**src/rtl/vfclass_pkg.sv**
```systemverilog
package vfclass_pkg;

    typedef enum logic [1:0] {
        EW_H     = 2'b00,
        EW_W     = 2'b01,
        EW_D     = 2'b10,
        EW_D_ALT = 2'b11
    } ew_e;

    localparam int CODE_W = 10;

    localparam int CB_NEG_INF  = 0;
    localparam int CB_NEG_NORM = 1;
    localparam int CB_NEG_SUB  = 2;
    localparam int CB_NEG_ZERO = 3;
    localparam int CB_POS_ZERO = 4;
    localparam int CB_POS_SUB  = 5;
    localparam int CB_POS_NORM = 6;
    localparam int CB_POS_INF  = 7;
    localparam int CB_SNAN     = 8;
    localparam int CB_QNAN     = 9;

endpackage

```
**src/rtl/vfclass_decode.sv**
```systemverilog
module vfclass_decode
    import vfclass_pkg::*;
#(
    parameter int EXP_W  = 8,
    parameter int FRAC_W = 23
) (
    input  logic [EXP_W+FRAC_W:0] operand,
    output logic [CODE_W-1:0]     code
);

    logic              sgn;
    logic [EXP_W-1:0]  expo;
    logic [FRAC_W-1:0] frac;
    logic              exp_ones;
    logic              exp_zero;
    logic              frac_zero;

    assign sgn       = operand[EXP_W+FRAC_W];
    assign expo      = operand[EXP_W+FRAC_W-1:FRAC_W];
    assign frac      = operand[FRAC_W-1:0];
    assign exp_ones  = &expo;
    assign exp_zero  = ~|expo;
    assign frac_zero = ~|frac;

    always_comb begin
        code = '0;
        if (exp_ones && frac_zero) begin
            code[sgn ? CB_NEG_INF : CB_POS_INF] = 1'b1;
        end else if (exp_zero && frac_zero) begin
            code[sgn ? CB_NEG_ZERO : CB_POS_ZERO] = 1'b1;
        end else if (exp_zero) begin
            code[sgn ? CB_NEG_SUB : CB_POS_SUB] = 1'b1;
        end else if (exp_ones) begin
            code[frac[FRAC_W-1] ? CB_QNAN : CB_SNAN] = 1'b1;
        end else begin
            code[sgn ? CB_NEG_NORM : CB_POS_NORM] = 1'b1;
        end
    end

endmodule

```
**src/rtl/vfclass_elem_pick.sv**
```systemverilog
module vfclass_elem_pick
    import vfclass_pkg::*;
#(
    parameter int VLEN  = 128,
    parameter int IDX_W = 3
) (
    input  logic [VLEN-1:0]  src,
    input  logic [IDX_W-1:0] idx,
    input  ew_e              ew,
    output logic [63:0]      elem
);

    always_comb begin
        case (ew)
            EW_H:    elem = {48'd0, src[{idx, 4'b0000} +: 16]};
            EW_W:    elem = {32'd0, src[{idx, 5'b00000} +: 32]};
            default: elem = src[{idx, 6'b000000} +: 64];
        endcase
    end

endmodule

```
**src/rtl/vfclass_unit.sv**
```systemverilog
module vfclass_unit
    import vfclass_pkg::*;
#(
    parameter  int VLEN  = 128,
    localparam int MAXE  = VLEN / 16,
    localparam int VL_W  = $clog2(MAXE) + 1
) (
    input  logic            clk,
    input  logic            rst_n,
    input  logic            start,
    input  logic [1:0]      ew_sel,
    input  logic            mask_en,
    input  logic [VL_W-1:0] vl,
    input  logic [MAXE-1:0] v0_mask,
    input  logic [VLEN-1:0] src_vec,
    output logic [VLEN-1:0] dst_vec,
    output logic [MAXE-1:0] elem_we,
    output logic            done
);

    localparam int IDX_W = $clog2(MAXE);
    localparam int OFF_W = IDX_W + 6;
    localparam int NFMT  = 3;
    localparam int EXPS  [NFMT] = '{5, 8, 11};
    localparam int FRACS [NFMT] = '{10, 23, 52};

    typedef struct packed {
        logic            busy;
        logic            done;
        ew_e             ew;
        logic            msk_en;
        logic [VL_W-1:0] vl_eff;
        logic [VL_W-1:0] vlmax;
        logic [VL_W-1:0] idx;
        logic [MAXE-1:0] v0;
        logic [VLEN-1:0] src;
        logic [VLEN-1:0] dst;
        logic [MAXE-1:0] we;
    } state_t;

    state_t st_d, st_q;

    logic [63:0]        elem;
    logic [CODE_W-1:0]  codes [NFMT];
    logic [CODE_W-1:0]  code_sel;
    logic [VLEN-1:0]    code_vec;
    logic [OFF_W-1:0]   off;
    logic [VL_W-1:0]    vlmax_in;
    ew_e                ew_in;
    logic               busy_w;

    vfclass_elem_pick #(
        .VLEN  (VLEN),
        .IDX_W (IDX_W)
    ) u_pick (
        .src  (st_q.src),
        .idx  (st_q.idx[IDX_W-1:0]),
        .ew   (st_q.ew),
        .elem (elem)
    );

    for (genvar g = 0; g < NFMT; g++) begin : g_fmt
        vfclass_decode #(
            .EXP_W  (EXPS[g]),
            .FRAC_W (FRACS[g])
        ) u_dec (
            .operand (elem[EXPS[g]+FRACS[g]:0]),
            .code    (codes[g])
        );
    end

    assign ew_in = ew_e'(ew_sel);

    always_comb begin
        case (ew_in)
            EW_H:    vlmax_in = VL_W'(MAXE);
            EW_W:    vlmax_in = VL_W'(MAXE / 2);
            default: vlmax_in = VL_W'(MAXE / 4);
        endcase
    end

    always_comb begin
        case (st_q.ew)
            EW_H: begin
                code_sel = codes[0];
                off      = OFF_W'({st_q.idx[IDX_W-1:0], 4'b0000});
            end
            EW_W: begin
                code_sel = codes[1];
                off      = OFF_W'({st_q.idx[IDX_W-1:0], 5'b00000});
            end
            default: begin
                code_sel = codes[2];
                off      = OFF_W'({st_q.idx[IDX_W-1:0], 6'b000000});
            end
        endcase
        code_vec = {{(VLEN-CODE_W){1'b0}}, code_sel} << off;
    end

    always_comb begin
        st_d      = st_q;
        st_d.done = 1'b0;
        if (!st_q.busy) begin
            if (start) begin
                st_d.busy   = 1'b1;
                st_d.ew     = ew_in;
                st_d.msk_en = mask_en;
                st_d.vl_eff = (vl > vlmax_in) ? vlmax_in : vl;
                st_d.vlmax  = vlmax_in;
                st_d.idx    = '0;
                st_d.v0     = v0_mask;
                st_d.src    = src_vec;
                st_d.dst    = '0;
                st_d.we     = '0;
            end
        end else begin
            if (st_q.idx >= st_q.vl_eff) begin
                st_d.we[st_q.idx[IDX_W-1:0]] = 1'b1;
            end else if (!st_q.msk_en || st_q.v0[st_q.idx[IDX_W-1:0]]) begin
                st_d.we[st_q.idx[IDX_W-1:0]] = 1'b1;
                st_d.dst = st_q.dst | code_vec;
            end
            if (st_q.idx == st_q.vlmax - 1'b1) begin
                st_d.busy = 1'b0;
                st_d.done = 1'b1;
            end
            st_d.idx = st_q.idx + 1'b1;
        end
    end

    always_ff @(posedge clk or negedge rst_n) begin
        if (!rst_n) begin
            st_q <= '0;
        end else begin
            st_q <= st_d;
        end
    end

    assign dst_vec = st_q.dst;
    assign elem_we = st_q.we;
    assign done    = st_q.done;
    assign busy_w  = st_q.busy;

endmodule

```
**config.mk**
```make
export PLATFORM = sky130hd
export DESIGN_NAME = vfclass_unit
export DESIGN_NICKNAME = d
export VERILOG_FILES = /design/src/rtl/vfclass_pkg.sv /design/src/rtl/vfclass_decode.sv /design/src/rtl/vfclass_elem_pick.sv /design/src/rtl/vfclass_unit.sv
export SDC_FILE = /design/constraint.sdc
export NUM_CORES = 1
export LEC_CHECK = 0
export ABC_AREA = 1
export BUFFER_PORTS_ARGS = -buffer_cell sky130_fd_sc_hd__clkbuf_2
export CAP_MARGIN = 40
export CORE_ASPECT_RATIO = 1.1
export CORE_UTILIZATION = 35
export CTS_BUF_LIST = sky130_fd_sc_hd__clkbuf_8
export DETAILED_ROUTE_END_ITERATION = 12
export HOLD_SLACK_MARGIN = 0.08
export PLACE_DENSITY = 0.55
export RECOVER_POWER = 25
export REMOVE_ABC_BUFFERS = 1
export SYNTH_ARGS = -nofsm -noshare
export SYNTH_HDL_FRONTEND = slang
export SYNTH_SLANG_ARGS = --single-unit
```
**constraint.sdc**
```tcl
create_clock -name clk -period 4 [get_ports clk]
set_clock_uncertainty 0.1 [all_clocks]
set_input_delay 0.6 -clock clk [delete_from_list [all_inputs] [get_ports clk]]
set_output_delay 0.6 -clock clk [all_outputs]
set_load 0.1 [all_outputs]
```
; Word level (Yosys, flattened, before mapping)
; Cells that the tools add are included.
[classes]
n_addsub = 2
order_cmp = 34
n_eq_ne = 6
shift = 4
muxes = 76
bitwise_logic = 3
reduce_logical = 45
[ops]
columns = cell, count
row1 = $ge A32 B1 Y1 const B, 15
row2 = $lt A32 B6 Y1 const B, 15
row3 = $mux W276, 1
row4 = $mux W136, 2
row5 = $mux W128, 1
row6 = $or A128 B128 Y128, 1
row7 = $pmux W64 S2, 1
row8 = $shiftx A128 B10 Y64, 1
row9 = $shiftx A128 B8 Y16, 1
row10 = $shiftx A128 B9 Y32, 1
row11 = $shl A10 B9 Y128, 1
row12 = $mux W10, 12
row13 = $demux W1 S4, 15
row14 = $reduce_or A52 Y1, 1
row15 = $mux W3, 12
row16 = $mux W1, 23
row17 = $reduce_or A23 Y1, 1
row18 = $logic_and A1 B1 Y1, 22
row19 = $pmux W10 S2, 1
row20 = $pmux W9 S2, 1
row21 = $reduce_and A11 Y1, 1
row22 = $reduce_or A11 Y1, 1
row23 = $reduce_or A10 Y1, 1
row24 = $mux W4, 2
row25 = other kinds (28), 37
[totals]
ff_bits = 289
out_inout_bits = 137

; Longest topological paths before layout
[depth]
word_depth = 17
ltp_mapped = 21
mapped_depth_nobuf = 20

; By module
; Synthesis repeated with hierarchy kept, for this count alone.
[unflattened]
cells_unflattened = 2524
area_unflattened_um2 = 16970.0
[by_module_without_submodules]
columns = module, instances, cells_per_inst, area_each_um2, seq_area_each_um2
row1 = vfclass_unit, 1, 1633, 12896.1, 6005.8
row2 = vfclass_elem_pick, 1, 727, 3290.7, 0.0
row3 = vfclass_decode at g_fmt[2].u_dec, 1, 83, 384.1, 0.0
row4 = vfclass_decode at g_fmt[1].u_dec, 1, 50, 212.7, 0.0
row5 = vfclass_decode at g_fmt[0].u_dec, 1, 31, 186.4, 0.0

; Least setup slack after synthesis
; Ideal clock, no wire load.
[synth_path]
path_kind = register to register
start = reg st_q[272] (netlist name)
end = reg st_q, in the netlist dst_vec[52]
arrival_time_ps = 2961
required_ps = 3822
setup_slack_ps = 861
stages_incl_launch_ff = 19
path_buffers = 5
synth_period_minus_slack_ps = 3139
cell_sequence = dfrtp_1 inv_2 buf_4 buf_4 buf_2 buf_2 ha_1 inv_1 a21boi_0 o21ai_0 nand2_1 a211oi_1 nand2_1 nand2_1 nand2_1 nor2_1 buf_2 nand4_1 a21oi_1
[synth_between]
elab_chain_len = 17
elab_cells_between_ends = 141
cone_classes = order compare: 31 / eq/ne: 2 / shift: 4 / mux: 65 / bitwise: 1 / reduce/logical: 38
[synth_lines]
columns = element, line
row1 = "start, declared", vfclass_unit.sv:41  ; state_t st_d, st_q;
row2 = "start signal, assigned", vfclass_unit.sv:135  ; st_q <= st_d;
row3 = "$shiftx A128 B10 Y64, or another cell as far along", vfclass_elem_pick.sv:17  ; default: elem = src[{idx, 6'b000000} +: 64];
row4 = $pmux W64 S2, vfclass_elem_pick.sv:14  ; case (ew)
row5 = $mux W3 or $mux W1 (tied branches), "vfclass_decode.sv:36, vfclass_decode.sv:34"
row6 = "$ge A32 B1 Y1 (not written as such), or another cell as far along", vfclass_decode.sv:36  ; code[sgn ? CB_NEG_NORM : CB_POS_NORM] = 1'b1;
row7 = $logic_and A1 B1 Y1 (on tied branches), "vfclass_decode.sv:36, vfclass_decode.sv:34"
row8 = $mux W1 (on tied branches), "vfclass_decode.sv:36, vfclass_decode.sv:34"
row9 = $demux W1 S4, -
row10 = $mux W10, vfclass_decode.sv:33  ; end else if (exp_ones) begin
row11 = $mux W10, vfclass_decode.sv:31  ; end else if (exp_zero) begin
row12 = $mux W10, vfclass_decode.sv:29  ; end else if (exp_zero && frac_zero) begin
row13 = $mux W10, vfclass_decode.sv:27  ; if (exp_ones && frac_zero) begin
row14 = $pmux W10 S2, vfclass_unit.sv:83  ; case (st_q.ew)
row15 = $shl A10 B9 Y128, vfclass_unit.sv:97  ; code_vec = {{(VLEN-CODE_W){1'b0}}, code_sel} << off;
row16 = $or A128 B128 Y128, vfclass_unit.sv:121  ; st_d.dst = st_q.dst | code_vec;
row17 = $mux W136, vfclass_unit.sv:119  ; end else if (!st_q.msk_en || st_q.v0[st_q.idx[IDX_W-1:0]]) begin
row18 = $mux W128, vfclass_unit.sv:117  ; if (st_q.idx >= st_q.vl_eff) begin
row19 = $mux W136, vfclass_unit.sv:103  ; if (!st_q.busy) begin
; Parallel ways exist; a longest one is shown, timed or not. The select of a mux whose other input is x is not followed.
; A chain may end at the register's enable or synchronous reset.

; Worst setup path in the final report
[layout_path]
start = reg st_q[272] (netlist name)
end = reg st_q, in the netlist dst_vec[84]
; The elaborated chain is that of the path after synthesis.

==> metrics <==
Slew headroom=-0.493; synthesis-stage register bit count=240; required time of the worst setup path=roughly 4.4 ns; type of destination of the critical path=flip-flop; MaxCap Viol Count=1; worst flop-to-flop path startpoint=st_q[272]; maximum achievable frequency=0.290 GHz; portion of the post-synthesis area used by sequential elements=0.421; Die X-Extent=around 190 um; count of H-tree levels built during CTS=2; global-route wire length before repair=71.0 mm; worst-case reg-to-reg path depth=15; Crit. Startpoint=st_q[272]; average cell area after synthesis=7.05 um^2; final clock period utilization by the worst path=0.861; Clock Root Buffer=sky130_fd_sc_hd__clkbuf_8; max incr delay on CP=0.61 ns; minimum clock period=3.45 ns; Die H=214 um; highest-count cells in the layout ignoring fill and taps=sky130_fd_sc_hd__nand2_1 (729), sky130_fd_sc_hd__dfrtp_1 (239), sky130_fd_sc_hd__clkbuf_2 (234); number of cells produced by synthesis=roughly 2000; area inside the core boundary=0.0402 mm^2; final routed DRC violation total=0; distinct cell type count of the synthesized netlist=44; total count of hold-check failures in the final report=0; startpoint class of the critical path=flip-flop; reg-to-reg setup timing slack=0.55 ns; DR iter-0 viols=1037; Ys Warns=0; post-detailed-route wirelength per cell=between 15 and 20 um; # nets final=2295; chain of cells forming the critical path=buf_4, nor2_1, nand2_1, nand2_1, nor2_1, nand2_1, nand2_1, nand3_1, nor3_2, nand2_1, nor2_4, nand2_1, nor4_4, nand4_1, a21oi_1; post-layout worst setup margin=0.554 ns; placed wire-length estimate after detailed placement=32.3 mm; fraction of layout cells with a size suffix above 1=0.166; worst hold slack after final layout=0.119 ns; most frequent standard cell in the layout excluding fill and tap cells=sky130_fd_sc_hd__nand2_1; total negative slack for setup checks=0 ns; area of the die=approximately 0.042 mm^2; CTS tree=done; source-to-sink clock delay at the later pin of the worst-skew pair=0.58 ns; slew at the pin with the worst max-slew slack=2.24 ns; weighted congestion reported at the end of routability-driven placement=0.893; largest fanout on the critical path=between 50 and 60; Crit path top cell by count=sky130_fd_sc_hd__nand2_1; post-placement worst setup slack=0.559 ns; unrepaired setup endpoints after global routing=no; CP max stage cell=sky130_fd_sc_hd__dfrtp_4; kind of path behind the tightest hold check=in -> reg; via count of the first global-routing pass=12800; violated checks=max-capacitance violations, max-slew violations; pin count of the biggest net entering global routing=135; result of the run=complete, but fails checks; class of the most critical setup path=reg -> reg; Detailed Routing Iterations Pass 1=5; IO Port Bufs=about 230; cell type group with the largest total delay on the critical path=simple AND/OR/NAND/NOR gates; reg2reg end=dst_vec[84]; clk slew on worst S/H paths=0.06 ns; cell type with the highest aggregate area in the netlist=sky130_fd_sc_hd__dfrtp_1; initial antenna violation count=0; cell types with the largest area share after synthesis=sky130_fd_sc_hd__dfrtp_1 (42%), sky130_fd_sc_hd__nand2_1 (19%), sky130_fd_sc_hd__buf_4 (7.8%), sky130_fd_sc_hd__o21ai_0 (4.4%), sky130_fd_sc_hd__inv_1 (4.3%); count of buffering cells on the critical path with inverters included=1; number of gates resized after CTS=0; number of vias per cell after detailed routing=about 5; critical path data arrival time=3.84 ns; Max Transition Viols Final=between 80 and 90; number of rows in the core area=77; Synth Cell Area=0.0143 mm^2; Crit. path cell count=15; cts-stage hold buffer count=1; final count of negative-setup-slack endpoints=0; initial core utilization=0.355; number of top-level pins=~280; remaining global-route overflow=0; total routed wirelength=45.0 mm; vias after detailed routing=13200; end of the critical path=dst_vec[84]; CTS sink cnt=240; setup repair bufs after CTS=0; clock buffers created by TritonCTS=43; number of nets with antenna violations after detailed routing=0; top-area cell type share of the netlist area=0.421; GRT Util Overall=0.217; Synth-to-Final Area Change=11.2%; clock tree buffer depth=3
worst min path at each step:
stage / cells past startpoint / startpoint / to
after global routing: 3 / src_vec[111] / st_q[247]
final: 3 / src_vec[127] / st_q[263]
after global placement: 2 / st_q[136] / st_q[136]
after CTS: 3 / src_vec[127] / st_q[263]
after detailed placement: 2 / st_q[137] / st_q[137]
after floorplan: 0 / rst_n / busy_w
Yosys cell counts, drive strengths merged:
cell,n
buf,182
a21boi,1
o211ai,1
dfrtp,240
nor2,162
clkbuf,61
a2111o,1
o31ai,3
a32oi,1
o21a,9
ha,9
o22ai,6
and2,2
clkinv,4
nand4,83
a31oi,2
a21oi,121
nor3b,1
or2,4
xnor2,2
o2bb2ai,1
a221oi,1
o2111ai,1
conb,1
nor3,20
nand2,733
o21ai,135
inv,172
nand3,56
nor4,7
a211oi,2
area by class of cell:
cell class	instances	area (um^2)
Fill cell	4339	24300
Timing Repair Buffer	267	1490
Inverter	176	668
Clock buffer	49	674
Clock inverter	20	90.1
Tap cell	513	642
Sequential cell	240	6010
Multi-Input combinational cell	1412	6290
Antenna cell	1	2.50
worst register-to-register path: cells and delay by family, from the launching register on:
kind | cells | cell delay (ns)
AO/OA/AOI/OAI | 1 | 0.16
AND/OR/NAND/NOR | 13 | 2.03
flip-flops | 1 | 0.61
buffers and inverters | 1 | 0.48
logic make-up after synthesis:
kind of cell,after synthesis,synth area share
xor gates and xnor gates,2,0.00123
other,1,0.000263
DFF,240,0.421
adders and majority gates,9,0.00789
buffers and inverters,419,0.152
AOI/OAI and AO/OA,285,0.107
and+or+nand+nor,1068,0.311
routing by layer:
metal | share of wire | vias up | global-route usage
met2 | 0.47 | 457 | 0.357
met1 | 0.45 | 6215 | 0.298
met5 | 0 | - | 0
met4 | 0.022 | 0 | 0.0640
met3 | 0.056 | 67 | 0.0305
li1 | - | 6487 | -
through the flow:
stage / cell area [um^2] / util / instances
floorplan: 12900 / - / 1828
global placement: 15100 / 0.375 / 2606
detailed placement: 15100 / 0.376 / 2607
CTS: 15900 / 0.395 / 2677
global route: 15900 / 0.395 / 2677
finish: 15900 / 0.395 / 2678
registers in the layout, summed over array words and instances (netlist names):
signal,count
busy_w,1
dst_vec,80
done,1
st_q,150
elem_we,8
Power is left out: the tool's default activity adds up to more than one toggle a clock period on the data nets, which glitch-free logic cannot reach.
